$ cat src/rtl/sdq_pkg.sv
package sdq_pkg;

  typedef enum logic {
    REC_CTRL = 1'b0,
    REC_DATA = 1'b1
  } rec_kind_e;

  function automatic int max2(input int a, input int b);
    return (a > b) ? a : b;
  endfunction

endpackage

$ cat src/rtl/sdq_ptrs.sv
// Pointer, occupancy and flag control. DEPTH must be a power of two.
module sdq_ptrs #(
  parameter int DEPTH = 16,
  localparam int PTR_W = $clog2(DEPTH),
  localparam int CNT_W = $clog2(DEPTH + 1)
) (
  input  logic             clk,
  input  logic             rst,
  input  logic             flush,
  input  logic             wr_en,
  input  logic             rd_en,
  input  logic             copy_busy_nx,
  output logic [PTR_W-1:0] wr_ptr,
  output logic [PTR_W-1:0] rd_addr_nx,
  output logic             out_valid,
  output logic             in_ready,
  output logic             has_space
);

  logic [PTR_W-1:0] rd_ptr, wr_ptr_nx, rd_ptr_nx;
  logic [CNT_W-1:0] count, count_nx;

  always_comb begin
    wr_ptr_nx = wr_ptr;
    rd_ptr_nx = rd_ptr;
    count_nx  = count;
    if (flush) begin
      wr_ptr_nx = '0;
      rd_ptr_nx = '0;
      count_nx  = '0;
    end else begin
      if (wr_en) wr_ptr_nx = wr_ptr + 1'b1;
      if (rd_en) rd_ptr_nx = rd_ptr + 1'b1;
      case ({wr_en, rd_en})
        2'b10:   count_nx = count + 1'b1;
        2'b01:   count_nx = count - 1'b1;
        default: count_nx = count;
      endcase
    end
  end

  assign rd_addr_nx = rd_ptr_nx;
  assign has_space  = (count != CNT_W'(DEPTH));

  always_ff @(posedge clk) begin
    if (rst) begin
      wr_ptr    <= '0;
      rd_ptr    <= '0;
      count     <= '0;
      out_valid <= 1'b0;
      in_ready  <= 1'b1;
    end else begin
      wr_ptr    <= wr_ptr_nx;
      rd_ptr    <= rd_ptr_nx;
      count     <= count_nx;
      out_valid <= (count_nx != '0);
      in_ready  <= (count_nx != CNT_W'(DEPTH)) && !copy_busy_nx;
    end
  end

  assert_no_overflow_R3: assert property (@(posedge clk) disable iff (rst)
    (wr_en && !flush) |-> has_space);

  assert_no_underflow_R4: assert property (@(posedge clk) disable iff (rst)
    (rd_en && !flush) |-> (count != '0));

  assert_flush_empties_R6: assert property (@(posedge clk) disable iff (rst)
    flush |=> (!out_valid && count == '0));

  assert_first_visible_R5: assert property (@(posedge clk) disable iff (rst)
    (!flush && count == '0 && wr_en) |=> out_valid);

endmodule

$ cat src/rtl/sdq_store.sv
// Simple dual-port storage with a registered head; a write to the slot
// being read in the same cycle is forwarded.
module sdq_store #(
  parameter int WIDTH = 70,
  parameter int DEPTH = 16,
  localparam int PTR_W = $clog2(DEPTH)
) (
  input  logic             clk,
  input  logic             we,
  input  logic [PTR_W-1:0] waddr,
  input  logic [WIDTH-1:0] wdata,
  input  logic [PTR_W-1:0] raddr,
  output logic [WIDTH-1:0] q
);

  logic [WIDTH-1:0] mem [DEPTH];

  always_ff @(posedge clk) begin
    if (we) mem[waddr] <= wdata;
  end

  always_ff @(posedge clk) begin
    if (we && waddr == raddr) q <= wdata;
    else                      q <= mem[raddr];
  end

endmodule

$ cat src/rtl/sdq_rfcopy.sv
// Register-file walk used in recovery: one register per cycle with space.
module sdq_rfcopy #(
  parameter int NREGS = 32,
  parameter int IDX_W = 5
) (
  input  logic             clk,
  input  logic             rst,
  input  logic             flush,
  input  logic             start,
  input  logic             has_space,
  output logic             busy,
  output logic             busy_nx,
  output logic [IDX_W-1:0] idx,
  output logic             push
);

  logic [IDX_W-1:0] idx_nx;
  logic             last;

  assign last = (idx == IDX_W'(NREGS - 1));
  assign push = busy && has_space && !flush;

  always_comb begin
    busy_nx = busy;
    idx_nx  = idx;
    if (flush) begin
      busy_nx = 1'b0;
      idx_nx  = '0;
    end else if (!busy) begin
      if (start) begin
        busy_nx = 1'b1;
        idx_nx  = '0;
      end
    end else if (push) begin
      if (last) begin
        busy_nx = 1'b0;
        idx_nx  = '0;
      end else begin
        idx_nx = idx + 1'b1;
      end
    end
  end

  always_ff @(posedge clk) begin
    if (rst) begin
      busy <= 1'b0;
      idx  <= '0;
    end else begin
      busy <= busy_nx;
      idx  <= idx_nx;
    end
  end

  assert_copy_flush_abort_R8: assert property (@(posedge clk) disable iff (rst)
    flush |=> !busy);

  assert_copy_no_restart_R8: assert property (@(posedge clk) disable iff (rst)
    (busy && start && !flush && !push) |=> (busy && idx == $past(idx)));

  assert_copy_holds_when_full_R7: assert property (@(posedge clk) disable iff (rst)
    (busy && !has_space && !flush) |=> (busy && $stable(idx)));

endmodule

$ cat src/rtl/stream_delay_queue.sv
module stream_delay_queue
  import sdq_pkg::*;
#(
  parameter int DEPTH   = 16,
  parameter int TRACE_W = 8,
  parameter int RMV_W   = 16,
  parameter int RNAME_W = 5,
  parameter int VAL_W   = 32,
  parameter int ADR_W   = 32,
  parameter int NREGS   = 32
) (
  input  logic               clk,
  input  logic               rst,
  input  logic               flush,
  input  logic               in_valid,
  output logic               in_ready,
  input  logic               in_kind,
  input  logic [TRACE_W-1:0] in_trace,
  input  logic [RMV_W-1:0]   in_rmv,
  input  logic [RNAME_W-1:0] in_rname,
  input  logic [VAL_W-1:0]   in_val,
  input  logic [ADR_W-1:0]   in_addr,
  output logic               out_valid,
  input  logic               out_ready,
  output logic               out_kind,
  output logic [TRACE_W-1:0] out_trace,
  output logic [RMV_W-1:0]   out_rmv,
  output logic [RNAME_W-1:0] out_rname,
  output logic [VAL_W-1:0]   out_val,
  output logic [ADR_W-1:0]   out_addr,
  input  logic               rf_copy_start,
  output logic               rf_copy_busy,
  output logic [RNAME_W-1:0] rf_rd_idx,
  input  logic [VAL_W-1:0]   rf_rd_data
);

  localparam int PTR_W  = $clog2(DEPTH);
  localparam int CTRL_W = TRACE_W + RMV_W;
  localparam int DREC_W = RNAME_W + VAL_W + ADR_W;
  localparam int PAY_W  = max2(CTRL_W, DREC_W);
  localparam int WORD_W = PAY_W + 1;

  logic               prod_push, cp_push, wr_en, rd_en, has_space, cp_busy_nx;
  logic [PTR_W-1:0]   wr_ptr, rd_addr_nx;
  logic [RNAME_W-1:0] cp_idx;
  logic [PAY_W-1:0]   pay;
  rec_kind_e          wkind, hkind;
  logic [WORD_W-1:0]  wdata, head;

  assign prod_push = in_valid && in_ready;
  assign wr_en     = prod_push || cp_push;
  assign rd_en     = out_valid && out_ready;

  sdq_ptrs #(.DEPTH(DEPTH)) u_ptrs (
    .clk(clk), .rst(rst), .flush(flush), .wr_en(wr_en), .rd_en(rd_en),
    .copy_busy_nx(cp_busy_nx), .wr_ptr(wr_ptr), .rd_addr_nx(rd_addr_nx),
    .out_valid(out_valid), .in_ready(in_ready), .has_space(has_space)
  );

  sdq_rfcopy #(.NREGS(NREGS), .IDX_W(RNAME_W)) u_copy (
    .clk(clk), .rst(rst), .flush(flush), .start(rf_copy_start),
    .has_space(has_space), .busy(rf_copy_busy), .busy_nx(cp_busy_nx),
    .idx(cp_idx), .push(cp_push)
  );

  assign rf_rd_idx = cp_idx;

  always_comb begin
    pay = '0;
    if (cp_push) begin
      wkind = REC_DATA;
      pay[DREC_W-1:0] = {cp_idx, rf_rd_data, {ADR_W{1'b0}}};
    end else if (in_kind) begin
      wkind = REC_DATA;
      pay[DREC_W-1:0] = {in_rname, in_val, in_addr};
    end else begin
      wkind = REC_CTRL;
      pay[CTRL_W-1:0] = {in_trace, in_rmv};
    end
    wdata = {wkind, pay};
  end

  sdq_store #(.WIDTH(WORD_W), .DEPTH(DEPTH)) u_store (
    .clk(clk), .we(wr_en && !flush), .waddr(wr_ptr), .wdata(wdata),
    .raddr(rd_addr_nx), .q(head)
  );

  assign hkind    = rec_kind_e'(head[PAY_W]);
  assign out_kind = head[PAY_W];

  always_comb begin
    out_trace = '0;
    out_rmv   = '0;
    out_rname = '0;
    out_val   = '0;
    out_addr  = '0;
    if (hkind == REC_DATA) begin
      {out_rname, out_val, out_addr} = head[DREC_W-1:0];
    end else begin
      {out_trace, out_rmv} = head[CTRL_W-1:0];
    end
  end

  assert_copy_blocks_producer_R7: assert property (@(posedge clk) disable iff (rst)
    rf_copy_busy |-> !in_ready);

  assert_single_writer_R7: assert property (@(posedge clk) disable iff (rst)
    !(prod_push && cp_push));

endmodule

$ cat config.mk
export PLATFORM = sky130hd
export DESIGN_NAME = stream_delay_queue
export DESIGN_NICKNAME = d
export VERILOG_FILES = /design/src/rtl/sdq_pkg.sv /design/src/rtl/sdq_ptrs.sv /design/src/rtl/sdq_store.sv /design/src/rtl/sdq_rfcopy.sv /design/src/rtl/stream_delay_queue.sv
export SDC_FILE = /design/constraint.sdc
export NUM_CORES = 1
export LEC_CHECK = 0
export ABC_AREA = 1
export BUFFER_PORTS_ARGS = -buffer_cell sky130_fd_sc_hd__buf_2
export CORE_MARGIN = 3
export CORE_UTILIZATION = 37
export CTS_CLUSTER_DIAMETER = 200
export DETAILED_ROUTE_END_ITERATION = 7
export GPL_ROUTABILITY_DRIVEN = 0
export PLACE_DENSITY_LB_ADDON = 0.25
export SYNTH_ARGS = -nofsm -noshare
export SYNTH_HDL_FRONTEND = slang
export SYNTH_SLANG_ARGS = --single-unit
$ cat constraint.sdc
create_clock -name clk -period 9.4 [get_ports clk]
set_clock_uncertainty 0.1 [all_clocks]
set_input_delay 0.94 -clock clk [delete_from_list [all_inputs] [get_ports clk]]
set_output_delay 0.94 -clock clk [all_outputs]
set_load 0.05 [all_outputs]
==> summary.txt <==
Setup path
  – CP Capture Type: output port
  – Critical path cell sequence: buf_4 > o211ai_1 > nand2_4 > buf_4 > nand2_1 > inv_1 > buf_2
  – Critical Path RT: between 8 and 9 ns
  – Worst setup SP type: register
  – WP buf/inv: 4
  – Worst r2r src: u_copy.busy
  – Family with the most delay on the worst path: buffers and inverters
  – Arr. time, crit path: 4.35 ns
  – Slowest cell on crit path: buf_4
  – Critical Path Fanout Max: 71
  – R2R Path End: u_store.mem[1][49]
  – Top cell by count, worst path: buf_4
  – R2R cell count: 9
  – Max stage delay on crit path: 0.88 ns
  – Flop2flop setup slack: ~5.4 ns
  – Crit Path Class: reg2out

Die
  – Die width: 358 um
  – FP Rows: 128
  – Core Area: 0.123 mm^2
  – Die Ht: 358 um
  – Starting Density: 37.5%
  – Die area: about 0.13 mm^2
  – I/O pin count: ~230

STA
  – RSZ-0062 raised after global routing: no
  – Final-report max-slew violation count: 0
  – Fmax: roughly 0.19 GHz
  – Max transition margin: roughly 22%
  – Hold Vio Cnt, Final: 0
  – Fin Setup TNS: 0 ns
  – Final period utilization: 57.4%
  – Setup-failing EPs final: 0
  – Minimum clock period: 5.39 ns
  – Worst hold slack: 0.401 ns
  – Worst Tran Pin Value: between 1 and 1.5 ns

Synthesis
  – Mapped Avg Cell Area: 12.9 um^2
  – Register bit total from synthesis: 1145
  – Main area contributors after synthesis: edfxtp_1, o21ai_0, nor2_1, o221ai_1, nand2_1
  – Yosys cell types: 28
  – Syn_nets: between 3000 and 4000
  – Yosys top cell area share: 73.2%
  – Register area share after synthesis: roughly three quarters
  – Post-synth top area cell: edfxtp_1
  – Warnings from Yosys: 0
  – Post-synthesis cell count: between 3000 and 4000
  – Mapped Area: 0.0460 mm^2

Drt
  – Wire per inst: 23.7 um
  – DRT Pass-1 Iters: 6
  – WL final: 129000 um
  – Remaining antenna violation count: 0
  – DR vias: around 30000
  – Iter 0 DRT Violations: between 3000 and 4000
  – Residual DRC count: 0
  – Vias/cell: ~5.5

Clock tree
  – Total CTS buffers: ~120
  – CTS Sinks: 1145
  – Clock Tree Root: clkbuf_16
  – Worst skew pair latency: 0.70 ns
  – Hold_buf cts: 0
  – Post-CTS Setup Inserts: 0
  – Clock buffer depth: 3
  – H-tree levels: 3
  – Clock slew at reported path FFs: 0.06 ns
  – CTS tree: yes
  – Post-CTS sizing: 0

Worst hold path
  – Min-delay src: u_copy.idx[0]
  – Worst Hold Class: reg2reg
  – Hold Path Sink: u_copy.idx[0]
  – Cells on Worst Hold Path: 2

GRT
  – Tot GR Track Use: 19.7%
  – Vias in the first global route: slightly below 30000
  – Overflow after GRT: 0
  – Pin count of the biggest net entering global routing: 216
  – Wire length of the first global-routing pass: roughly 190000 um
  – Antenna violations before repair: 3

Place
  – DP HPWL: 63700 um
  – Buffers on Ports: 233

Pwr
  – Switching share of power: around a quarter
  – Share of power burned in registers: between 40% and 50%
  – Gate power share: 10.2%
  – Pleak: 0.0180 uW
  – PD cells: approximately 220 mW/mm^2
  – Max VDD drop: 0.165 mV
  – Clock share of power: 40.0%
  – P_sw: about 2800 uW
  – Internal power: 8590 uW

Finish
  – Area Overhead vs Synth: 14.3%
  – Fraction of layout instances using a drive strength above 1: 13.3%
  – Layout Nets: 3863
  – # diodes: 0
  – Fillers: 11200

Flow run
  – Maxcap violations: 0

Status
  – Status: complete, no violations
cells in the mapped netlist (all sizes together):
library cell / count
nor2: 605
nor4: 3
edfxtp: 1120
a211oi: 1
o21ai: 597
nand3: 150
xor2: 1
clkbuf: 178
a21oi: 36
o221ai: 221
inv: 126
nand4: 3
buf: 87
or2: 1
nor3: 15
dfxtp: 25
clkinv: 3
o211ai: 59
xnor2: 1
o22ai: 59
nand2: 255
ha: 10
layer usage:
layer | track usage (%) | wire [um]
met2 | 32.5 | 61700
met1 | 27.1 | 55400
met3 | 2.90 | 8670
met4 | 6.05 | 3460
met5 | 0 | 9
flip-flops by register name, summed over array words and instances, names as in the netlist, named ones only:
signal            flops
u_copy.busy           1
u_ptrs.rd_ptr         4
u_copy.idx            5
u_ptrs.out_valid      1
u_ptrs.in_ready       1
u_store.mem        1120
u_ptrs.count          5
u_ptrs.wr_ptr         4
through the flow:
stage | total power [uW] | instance area, um^2 | setup slack (ns) | utilization (%) | instances
floorplan | 6610 | 46000 | 2.22 | - | 3556
global placement | 6960 | 48800 | 4.68 | 39.8 | 5229
detailed placement | 6970 | 48800 | 4.66 | 39.8 | 5229
CTS | 11500 | 52500 | 3.89 | 42.9 | 5443
global route | 11800 | 52500 | 3.71 | 42.9 | 5443
finish | 11400 | 52500 | 4.01 | 42.9 | 5443
area by class of cell:
| type | count | area [um^2] | area share (%) |
|---|---|---|---|
| repair buffers | 313 | 1810 | 3.44 |
| clock inverters | 77 | 761 | 1.45 |
| well taps | 1625 | 2030 | 3.87 |
| inverters | 129 | 504 | 0.960 |
| multi-input cells | 2017 | 10300 | 19.6 |
| clock buffers | 137 | 3000 | 5.72 |
| flip-flops and latches | 1145 | 34100 | 65.0 |
worst reg2reg max path, stage by stage (launching register included):
cell and delay (ns):
dfxtp_1 0.43, inv_1 0.10, nor2_1 0.18, nand2_4 0.17, nand2_1 0.16, inv_1 0.14
nor2_1 0.18, nand2_1 0.26, nor2_4 0.86, buf_4 0.96
worst max path at each step:
stage	start	end	slack, ns	cells past startpoint
CTS	register	out_rname[4]	3.89	7
global placement	register	out_addr[1]	4.68	7
detailed placement	register	out_rname[4]	4.66	7
global route	register	out_addr[10]	3.71	7
finish	register	out_addr[6]	4.01	7
floorplan	flush	u_store.mem[2][0]	2.22	8
layout by cell type (no fill, tap or decap), types with 2 or more instances in the layout:
cell type	synthesis	layout
inv_1	124	124
edfxtp_1	1120	1120
nand2_1	255	253
dfxtp_4	0	4
bufinv_16	0	14
clkbuf_1	176	20
inv_8	0	3
clkinv_2	0	25
nor3_1	15	7
nor2_4	0	8
clkbuf_16	0	117
buf_2	59	232
buf_4	10	78
clkinvlp_4	0	4
clkinv_1	3	29
nand4_1	3	3
o22ai_1	59	59
nor2_1	605	597
buf_12	0	3
o21ai_0	582	579
nand3_1	150	150
nand2_4	0	2
o211ai_1	59	59
nor3_2	0	8
nor4_1	3	3
o221ai_1	221	221
a21oi_1	36	36
o21ai_1	15	18
dfxtp_1	25	21
inv_4	0	2
clkinv_8	0	4
ha_1	10	10
cells by family after synthesis:
kind of cell               count (synthesis)  share of synthesized area, %
DFF                                     1145                          74.3
xor gates and xnor gates                   2                        0.0381
adders and majority gates                 10                         0.272
AOI/OAI and AO/OA                        973                          12.9
buffers and inverters                    394                          3.63
and+or+nand+nor                         1032                          8.91
power groups by stage:
stage / logic [uW] / clock network (uW) / registers (uW)
finish: 1170 / 4570 / 5690
global route: 1270 / 4860 / 5690
CTS: 1180 / 4650 / 5690
detailed placement: 1170 / 0 / 5800
global placement: 1170 / 0 / 5800
floorplan: 812 / 0 / 5800
No activity file was read; power rests on OpenSTA's default activity.
